## config.mk

```make
export PLATFORM = sky130hd
export DESIGN_NAME = sample_clk_divider
export DESIGN_NICKNAME = d
export VERILOG_FILES = /design/src/rtl/clkdiv_pkg.sv /design/src/rtl/clkdiv_ratio_sel.sv /design/src/rtl/clkdiv_slip_det.sv /design/src/rtl/clkdiv_core.sv /design/src/rtl/sample_clk_divider.sv
export SDC_FILE = /design/constraint.sdc
export NUM_CORES = 1
export LEC_CHECK = 0
export CORE_AREA = 2 2 39 41
export CTS_CLUSTER_DIAMETER = 30
export DETAILED_ROUTE_END_ITERATION = 12
export DIE_AREA = 0 0 41 43
export PLACE_DENSITY = 0.78
export SETUP_SLACK_MARGIN = 0.3
export SLEW_MARGIN = 25
export SYNTH_ARGS = -nofsm -noshare
export SYNTH_HDL_FRONTEND = slang
export SYNTH_HIERARCHICAL = 1
export SYNTH_SLANG_ARGS = --single-unit
export TNS_END_PERCENT = 30
```

## constraint.sdc

```tcl
create_clock -name clk_in -period 1.7 [get_ports clk_in]
set_clock_uncertainty 0.05 [all_clocks]
set_input_delay 0.34 -clock clk_in [delete_from_list [all_inputs] [get_ports clk_in]]
set_output_delay 0.34 -clock clk_in [all_outputs]
set_load 0.1 [all_outputs]
```

## src/rtl/clkdiv_pkg.sv

```systemverilog
package clkdiv_pkg;
  typedef enum logic [1:0] {
    RATIO_1    = 2'b00,
    RATIO_2    = 2'b01,
    RATIO_4    = 2'b10,
    RATIO_NONE = 2'b11
  } ratio_e;

  localparam int          CODE_W   = 3;
  localparam int          CNT_W    = 2;
  localparam logic [2:0]  CODE_D1  = 3'b000;
  localparam logic [2:0]  CODE_D2  = 3'b001;
  localparam logic [2:0]  CODE_D4  = 3'b010;
  localparam logic [2:0]  CODE_PIN = 3'b100;
endpackage

```

## src/rtl/clkdiv_ratio_sel.sv

```systemverilog
module clkdiv_ratio_sel
  import clkdiv_pkg::*;
#(
  parameter int PIN_W = 2
) (
  input  logic              clk,
  input  logic              rst_n,
  input  logic              soft_rst,
  input  logic              wr_en,
  input  logic [CODE_W-1:0] wr_data,
  input  logic [PIN_W-1:0]  pin_sel,
  output ratio_e            ratio
);
  logic [CODE_W-1:0] ctl_q;
  ratio_e            pin_ratio;

  // hard reset only; soft reset deliberately absent
  always_ff @(posedge clk or negedge rst_n) begin
    if (!rst_n)     ctl_q <= CODE_PIN;
    else if (wr_en) ctl_q <= wr_data;
  end

  always_comb begin
    unique case (pin_sel[1:0])
      2'b00:   pin_ratio = RATIO_1;
      2'b01:   pin_ratio = RATIO_2;
      default: pin_ratio = RATIO_4;
    endcase
  end

  always_comb begin
    case (ctl_q)
      CODE_D1: ratio = RATIO_1;
      CODE_D2: ratio = RATIO_2;
      CODE_D4: ratio = RATIO_4;
      default: ratio = pin_ratio;
    endcase
  end

  // soft reset leaves the control code untouched
  a_r9_code_kept: assert property (@(posedge clk) disable iff (!rst_n)
    (soft_rst && !wr_en) |=> $stable(ctl_q));
endmodule

```

## src/rtl/clkdiv_slip_det.sv

```systemverilog
module clkdiv_slip_det #(
  parameter int STAGES = 2
) (
  input  logic clk,
  input  logic rst_n,
  input  logic soft_rst,
  input  logic wr_en,
  input  logic wr_bit,
  output logic slip_pulse
);
  logic              slip_bit;
  logic [STAGES-1:0] sync_q;
  logic [STAGES-1:0] sync_d;
  logic              last_q;

  generate
    if (STAGES == 1) begin : g_one
      assign sync_d = slip_bit;
    end else begin : g_chain
      assign sync_d = {sync_q[STAGES-2:0], slip_bit};
    end
  endgenerate

  always_ff @(posedge clk or negedge rst_n) begin
    if (!rst_n) begin
      slip_bit <= 1'b0;
      sync_q   <= '0;
      last_q   <= 1'b0;
    end else if (soft_rst) begin
      slip_bit <= 1'b0;
      sync_q   <= '0;
      last_q   <= 1'b0;
    end else begin
      if (wr_en) slip_bit <= wr_bit;
      sync_q <= sync_d;
      last_q <= sync_q[STAGES-1];
    end
  end

  assign slip_pulse = sync_q[STAGES-1] & ~last_q;

  // one transition yields a single-cycle pulse
  a_r5_single_pulse: assert property (@(posedge clk) disable iff (!rst_n)
    slip_pulse |=> !slip_pulse);
endmodule

```

## src/rtl/clkdiv_core.sv

```systemverilog
module clkdiv_core
  import clkdiv_pkg::*;
(
  input  logic   clk,
  input  logic   rst_n,
  input  logic   soft_rst,
  input  ratio_e ratio,
  input  logic   slip,
  output logic   div_q
);
  ratio_e           ratio_q;
  logic [CNT_W-1:0] cnt;
  logic [CNT_W-1:0] mask;
  logic [CNT_W-1:0] half_v;
  logic [CNT_W-1:0] step;
  logic [CNT_W-1:0] cnt_nx;

  always_comb begin
    case (ratio_q)
      RATIO_2: begin mask = CNT_W'(1); half_v = CNT_W'(1); end
      RATIO_4: begin mask = CNT_W'(3); half_v = CNT_W'(2); end
      default: begin mask = '0;        half_v = '0;        end
    endcase
    step   = slip ? CNT_W'(2) : CNT_W'(1);
    cnt_nx = (cnt + step) & mask;
  end

  always_ff @(posedge clk or negedge rst_n) begin
    if (!rst_n) begin
      ratio_q <= RATIO_NONE;
      cnt     <= '0;
      div_q   <= 1'b0;
    end else if (soft_rst) begin
      ratio_q <= RATIO_NONE;
      cnt     <= '0;
      div_q   <= 1'b0;
    end else if (ratio != ratio_q) begin
      ratio_q <= ratio;
      cnt     <= '0;
      div_q   <= (ratio != RATIO_1);
    end else begin
      cnt     <= cnt_nx;
      div_q   <= (cnt_nx < half_v);
    end
  end

  // half-rate counter never leaves its two states
  a_r7_cnt_range: assert property (@(posedge clk) disable iff (!rst_n)
    (ratio_q == RATIO_2) |-> (cnt <= CNT_W'(1)));

  // without a slip, a quarter-rate high phase lasts at least two cycles
  a_r3_high_width: assert property (@(posedge clk) disable iff (!rst_n)
    (ratio_q == RATIO_4 && ratio == RATIO_4 && $rose(div_q) && !slip &&
     !$past(slip) && !soft_rst) |=> div_q);

  // a change to a divided ratio restarts with a high phase
  a_r8_restart_high: assert property (@(posedge clk) disable iff (!rst_n)
    (ratio != ratio_q && ratio != RATIO_1 && !soft_rst) |=> (div_q && cnt == '0));
endmodule

```

## src/rtl/sample_clk_divider.sv

```systemverilog
module sample_clk_divider
  import clkdiv_pkg::*;
#(
  parameter int SYNC_STAGES = 2,
  parameter int PIN_W       = 2
) (
  input  logic              clk_in,
  input  logic              rst_n,
  input  logic              soft_rst,
  input  logic [PIN_W-1:0]  pin_div,
  input  logic              div_wr_en,
  input  logic [CODE_W-1:0] div_wr_data,
  input  logic              slip_wr_en,
  input  logic              slip_wr_data,
  output logic              clk_out
);
  ratio_e ratio;
  logic   slip_pulse;
  logic   div_q;

  clkdiv_ratio_sel #(.PIN_W(PIN_W)) u_sel (
    .clk      (clk_in),
    .rst_n    (rst_n),
    .soft_rst (soft_rst),
    .wr_en    (div_wr_en),
    .wr_data  (div_wr_data),
    .pin_sel  (pin_div),
    .ratio    (ratio)
  );

  clkdiv_slip_det #(.STAGES(SYNC_STAGES)) u_slip (
    .clk        (clk_in),
    .rst_n      (rst_n),
    .soft_rst   (soft_rst),
    .wr_en      (slip_wr_en),
    .wr_bit     (slip_wr_data),
    .slip_pulse (slip_pulse)
  );

  clkdiv_core u_core (
    .clk      (clk_in),
    .rst_n    (rst_n),
    .soft_rst (soft_rst),
    .ratio    (ratio),
    .slip     (slip_pulse),
    .div_q    (div_q)
  );

  assign clk_out = (ratio == RATIO_1) ? clk_in : div_q;
endmodule

```

==> results by group, run 1 <==
Hold path
  • Worst hold path type: in2async

Logic synthesis
  • Async SR Flop Fraction: 100%
  • Distinct cells, synth: 20
  • Synth area leaders: dfrtp_1 39%, dfstp_2 14%, ha_1 6.5%
  • Mapped Area: between 500 and 600 sq um
  • Yosys reg bits: 12
  • Dominant synthesized flop cell: dfrtp_1
  • Synth Warn #: 6
  • Area share of the largest cell type after synthesis: 39.0%
  • Most common cell in the synthesized netlist: dfrtp_1
  • Top cells by count, synth: 9 x dfrtp_1, 4 x nor2_1, 4 x nor2b_1
  • Gate Count Post-Synth: 46
  • Synth area leader: dfrtp_1
  • Syn avg cell area: 12.5 sq um
  • Seq/Total Area, Yosys: 52.7%
  • Number of synthesized flops with an enable pin: 0
  • Post-synthesis net count: 60

STA
  • Setup ws final: -442 ps
  • Hold WS: 245 ps
  • Share of the clock period used by the worst path: 126%
  • Worst-Margin Slew: 510 ps
  • Final Hold Viols: 0
  • RSZ-0062 raised after global routing: yes
  • Slew headroom: 65.9%
  • Setup tns final: -442 ps
  • Final worst path period need: 2140 ps
  • Setup Viol. Count Final: 1
  • FMAX: 0.467 GHz
  • Slew Limit Fails: 0

Pwr
  • Sw frac: roughly a third
  • Power share of the combinational group: 15.1%
  • Pwr Density: ~1100 nW/um^2
  • Reg power frac: 35.5%
  • VDD IR-drop max: 0.755 mV
  • Internal: 624 uW
  • Pleak: about 0.37 nW
  • Clk pwr share: roughly half
  • Net Switching: ~290 uW

Worst setup path
  • Critical path destination: clk_out
  • R2R Path Start: u_sel/ctl_q[2]
  • Critical Path Start: u_sel/ctl_q[2]
  • CP peak stage delay: 540 ps
  • Worst Path Arrival: approximately 1800 ps
  • Critical path required time: 1310 ps
  • Slowest CP cell: dfstp_2
  • Crit. End Element: output port
  • Crit path cell chain: nor2_2 > o21a_1 > nor2_2 > mux2_4 > buf_12
  • CP Launch Type: register
  • Kind of critical path: reg2out
  • Worst path most repeated cell: nor2_2
  • R2R Path End: u_core/div_q
  • Flop-to-flop setup slack: 140 ps
  • R2r worst-path depth: 6
  • Worst-path fanout max: 3

Status
  • Violated checks: negative setup slack
  • Status: complete, but fails checks

Drt
  • Initial DRC count: 5
  • Via count: 403
  • Drt pass-1 iters: 4
  • Antenna-violating nets left: 0
  • Remaining DRCs: 0
  • Vias per cell: 4.91
  • WL/cell: 12.3 microns
  • Total wire length: 1.01 mm

Floorplanning
  • Initial Utilization: about two fifths
  • Die Span Y: 43 microns
  • I/O pin cnt: 12
  • Site Rows: 14
  • Core region area: 1380 sq um
  • Die width: a little over 40 microns
  • Die Footprint: 1760 sq um

Run
  • Reported max-cap violation count: 0

Placed design
  • Placed Cells incl. Taps: between 70 and 80
  • IO Port Bufs: 11
  • GPL Wtd Cong: 0.684
  • Dpl hpwl: 734 microns

GRT
  • Grt ovf: 0
  • Largest net degree at the start of global routing: 13
  • Vias in the first global route: 408
  • First-pass GRT wire length: 1.64 mm
  • GRT Overall Usage: 15.5%
  • Initial antenna violation count: 0

CTS
  • CTS Hold Buffers Added: 0
  • Postcts setup bufs: 0
  • Worst skew pair latency: between 300 and 400 ps
  • CTS tree: done
  • Worst-path clk slew: 80 ps

Layout
  • Fill cell count: 124
  • Post-layout util: 59.1%
  • Non-Filler Instances: 82
  • Fin nets: 81
  • Layout cell share with drive strength beyond 1: 36.4%
  • Area grow syn2layout: 41.9%
  • Final antenna diode count: 0
flip-flops by register name, indices dropped and copies added (netlist names):
register         count
u_slip/slip_bit      1
u_core/div_q         1
u_slip/last_q        1
u_core/ratio_q       2
u_slip/sync_q        2
u_core/cnt           2
u_sel/ctl_q          3
cells in the final DEF, fill, tap and decap left out:
| cell type | netlist | final |
|---|---|---|
| buf_4 | 0 | 2 |
| nand2b_1 | 2 | 1 |
| a21oi_2 | 1 | 1 |
| clkbuf_4 | 0 | 6 |
| ha_1 | 3 | 3 |
| nor2b_1 | 4 | 4 |
| mux2_2 | 1 | 1 |
| o21a_1 | 1 | 1 |
| nand2b_4 | 0 | 1 |
| mux2_4 | 0 | 1 |
| or2_1 | 1 | 1 |
| xnor3_1 | 1 | 1 |
| mux2_1 | 3 | 2 |
| clkbuf_1 | 0 | 1 |
| nor4_2 | 0 | 1 |
| clkdlybuf4s50_1 | 0 | 10 |
| and4bb_1 | 1 | 1 |
| xor2_2 | 0 | 2 |
| nor2_2 | 0 | 2 |
| or2_2 | 2 | 2 |
| a211oi_1 | 2 | 2 |
| buf_12 | 0 | 1 |
| inv_1 | 3 | 2 |
| a22oi_1 | 1 | 1 |
| inv_2 | 0 | 1 |
| mux2i_1 | 1 | 1 |
| dfstp_2 | 3 | 3 |
| dfrtp_1 | 9 | 9 |
| nor2_1 | 4 | 2 |
worst max-delay path: cells and delay by family, from the launching register on:
kind / cells / cell delay, ps
flip-flops: 1 / 540
multiplexers: 1 / 320
buffers and inverters: 1 / 170
AO/OA/AOI/OAI: 1 / 190
AND/OR/NAND/NOR: 2 / 160
power groups by stage:
stage | combinational, mW | clock [mW] | sequential [mW]
2_1_floorplan | 0.0662 | 0.123 | 0.324
3_3_place_gp | 0.115 | 0.143 | 0.327
3_5_place_dp | 0.121 | 0.143 | 0.327
4_1_cts | 0.137 | 0.474 | 0.324
5_1_grt | 0.151 | 0.488 | 0.328
6_report | 0.138 | 0.453 | 0.326
per-layer routing:
| layer | part of all wire [%] | wire length [microns] | global-route usage (%) | vias to the layer above |
|---|---|---|---|---|
| met5 | 0 | 0 | 0 | - |
| met1 | 41 | 410 | 14.4 | 187 |
| met2 | 51 | 510 | 22.2 | 15 |
| met3 | 7.5 | 75 | 13.1 | 2 |
| li1 | - | - | - | 199 |
| met4 | 0.99 | 10 | 9.33 | 0 |
cell type report:
class                   instances  area [sq um]  area share, %
flip-flops and latches         12           304           37.2
clock buffers                   8          68.8           8.41
well taps                      16          20.0           2.45
repair buffers                 12           115           14.1
inverters                       3          11.3           1.38
multi-input cells              31           299           36.5
per-stage QoR:
step           setup WS [ps]  instance area [sq um]  power, mW
2_1_floorplan          -15.3                    581      0.513
3_3_place_gp           -1100                    726      0.584
3_5_place_dp           -1140                    726      0.590
4_1_cts                 -450                    811      0.936
5_1_grt                 -496                    818      0.967
6_report                -442                    818      0.917
what timing repair did:
| action | CTS | global route |
|---|---|---|
| setup endpoints to repair | 4 | 4 |
| resized for setup | 15 | 1 |
| gates cloned | 0 | 0 |
| pin swaps | 4 | 3 |
kinds of logic after synthesis:
group | Yosys count | synth area share, %
AO/OA/AOI/OAI | 5 | 6.72
XOR/XNOR | 3 | 6.94
adder cells (fa/ha/maj) | 3 | 6.51
buffers and inverters | 3 | 1.95
flip-flops | 12 | 52.7
multiplexers | 5 | 9.54
AND/OR/NAND/NOR | 15 | 15.6
how the worst min path moves through the flow:
stage,slack (ps),depth (start not counted),to
6_report,240,1,u_sel/ctl_q[0]
5_1_grt,280,1,u_sel/ctl_q[0]
4_1_cts,260,1,u_slip/last_q
3_5_place_dp,400,1,u_slip/sync_q[1]
3_3_place_gp,400,1,u_slip/sync_q[1]
2_1_floorplan,-6,0,u_core/cnt[0]
(Power assumes the default switching activity.)
==> run 2, diff against run 1 <==
--- a/config.mk
+++ b/config.mk
@@ -10,6 +10,7 @@
 export DETAILED_ROUTE_END_ITERATION = 12
 export DIE_AREA = 0 0 41 43
 export PLACE_DENSITY = 0.78
+export REMOVE_ABC_BUFFERS = 1
 export SETUP_SLACK_MARGIN = 0.3
 export SLEW_MARGIN = 25
 export SYNTH_ARGS = -nofsm -noshare
==> results by group, run 2 (synthesized netlist as in run 1, its figures left out) <==
Status
  • Status: complete, but fails checks
  • Violated checks: negative setup slack

Placed design
  • IO Port Bufs: 11
  • Placed inst area: 729 sq um
  • Dpl hpwl: about 770 microns
  • Setup WS pre-CTS: -1120 ps
  • GPL Wtd Cong: 0.698

CTS
  • CTS Hold Buffers Added: 0
  • CTS tree: done
  • Worst skew pair latency: between 300 and 400 ps
  • Worst-path clk slew: 80 ps

GRT
  • Largest net degree at the start of global routing: 13
  • First-pass GRT wire length: 1.74 mm
  • GRT Overall Usage: approximately 16%
  • Initial antenna violation count: 0
  • Vias in the first global route: about 430
  • Grt ovf: 0

Drt
  • Via count: 409
  • Drt pass-1 iters: 4
  • Initial DRC count: 1
  • Remaining DRCs: 0
  • Antenna-violating nets left: 0
  • Vias per cell: 4.87
  • Total wire length: 1.16 mm
  • WL/cell: 13.8 microns

Worst setup path
  • Worst Path Arrival: approximately 1800 ps
  • Kind of critical path: reg2out
  • Critical path required time: 1310 ps
  • CP Launch Type: register
  • Slowest CP cell: dfstp_2
  • Flop-to-flop setup slack: ~40 ps
  • Critical Path Start: u_sel/ctl_q[2]
  • Crit. End Element: output port
  • Worst-path fanout max: 3
  • R2r worst-path depth: 7
  • Crit path cell chain: nor2_2 > o21a_1 > nor2_2 > mux2_4 > buf_12
  • CP peak stage delay: 550 ps
  • Worst path most repeated cell: nor2_2
  • R2R Path Start: u_sel/ctl_q[2]

Layout
  • Commonest non-fill, non-tap cell in the layout: clkdlybuf4s50_1
  • Area grow syn2layout: 46.0%
  • Post-route cell area: 842 sq um
  • Layout cell share with drive strength beyond 1: a little under two fifths
  • Largest register by flop count: u_sel/ctl_q
  • Number of flip-flops under the largest register name: 3
  • Fin nets: between 80 and 90
  • Most frequent cells in the layout: 10 x clkdlybuf4s50_1, 9 x dfrtp_1, 6 x clkbuf_4
  • Final antenna diode count: 0

STA
  • Setup ws final: -450 ps
  • Final Hold Viols: 0
  • Setup Viol. Count Final: 1
  • FMAX: 0.465 GHz
  • Slew Limit Fails: 0
  • Setup tns final: -450 ps
  • RSZ-0062 raised after global routing: yes
  • Share of the clock period used by the worst path: 126%
  • Worst-Margin Slew: 527 ps
  • Slew headroom: 64.8%
  • Final worst path period need: 2150 ps

Run
  • Reported max-cap violation count: 0

Floorplanning
  • Initial Utilization: 41.7%
  • Core region area: 1380 sq um
  • I/O pin cnt: 12
  • Die width: 41 microns
  • Site Rows: 14
  • Die Span Y: ~43 microns
  • Die Footprint: 1760 sq um

Hold path
  • Worst hold path type: in2async

Pwr
  • Pwr Density: 1120 nW/um^2
  • VDD IR-drop max: approximately 0.95 mV
  • Pleak: ~0.38 nW
run 2: repair_timing:
item                       4_1_cts  5_1_grt
setup endpoints to repair        4        5
setup buffers                    1        0
gates resized for setup         17        3
pin swaps                        4        0
run 2: worst max-delay path: cells and delay by family, from the launching register on:
family                 cells  cell delay, ps
AOI/OAI and AO/OA          1             210
buffers and inverters      1             170
DFF                        1             550
muxes                      1             320
and+or+nand+nor            2             150
run 2: report_power, final:
part	internal, mW	switching [mW]
sequential	0.311	0.0139
combinational	0.0883	0.0720
clock	0.236	0.219
run 2: through the flow:
stage	hold slack [ps]	std cells	total power, mW	utilization [%]
final	248	84	0.941	60.8
after global routing	278	84	0.996	60.8
after CTS	251	84	0.945	59.9
after detailed placement	399	76	0.588	52.7
after global placement	398	76	0.582	52.7
after floorplan	-5.59	46	0.499	-
run 2: path summary, 6_finish.rpt:
check	endpoint
worst min register to register	u_slip/sync_q[1]
worst max register to register	u_core/cnt[1]
worst max-delay path	clk_out
worst min-delay path	u_slip/last_q
max in group asynchronous	u_sel/ctl_q[2]
min in group clk_in	u_slip/sync_q[1]
run 2: layout make-up:
class / count / area, sq um
well taps: 16 / 20.0
flip-flops and latches: 12 / 304
inverters: 3 / 11.3
clock buffers: 8 / 68.8
fillers: 111 / 542
repair buffers: 14 / 134
multi-input cells: 31 / 304
run 2: layer usage:
| metal | share of wire, % | GRT usage [%] | up-vias |
|---|---|---|---|
| li1 | - | - | 200 |
| met1 | 40 | 16.7 | 196 |
| met4 | 0 | 7.33 | 0 |
| met2 | 52 | 22.5 | 13 |
| met3 | 7.9 | 12.6 | 0 |
| met5 | 0 | 0 | - |
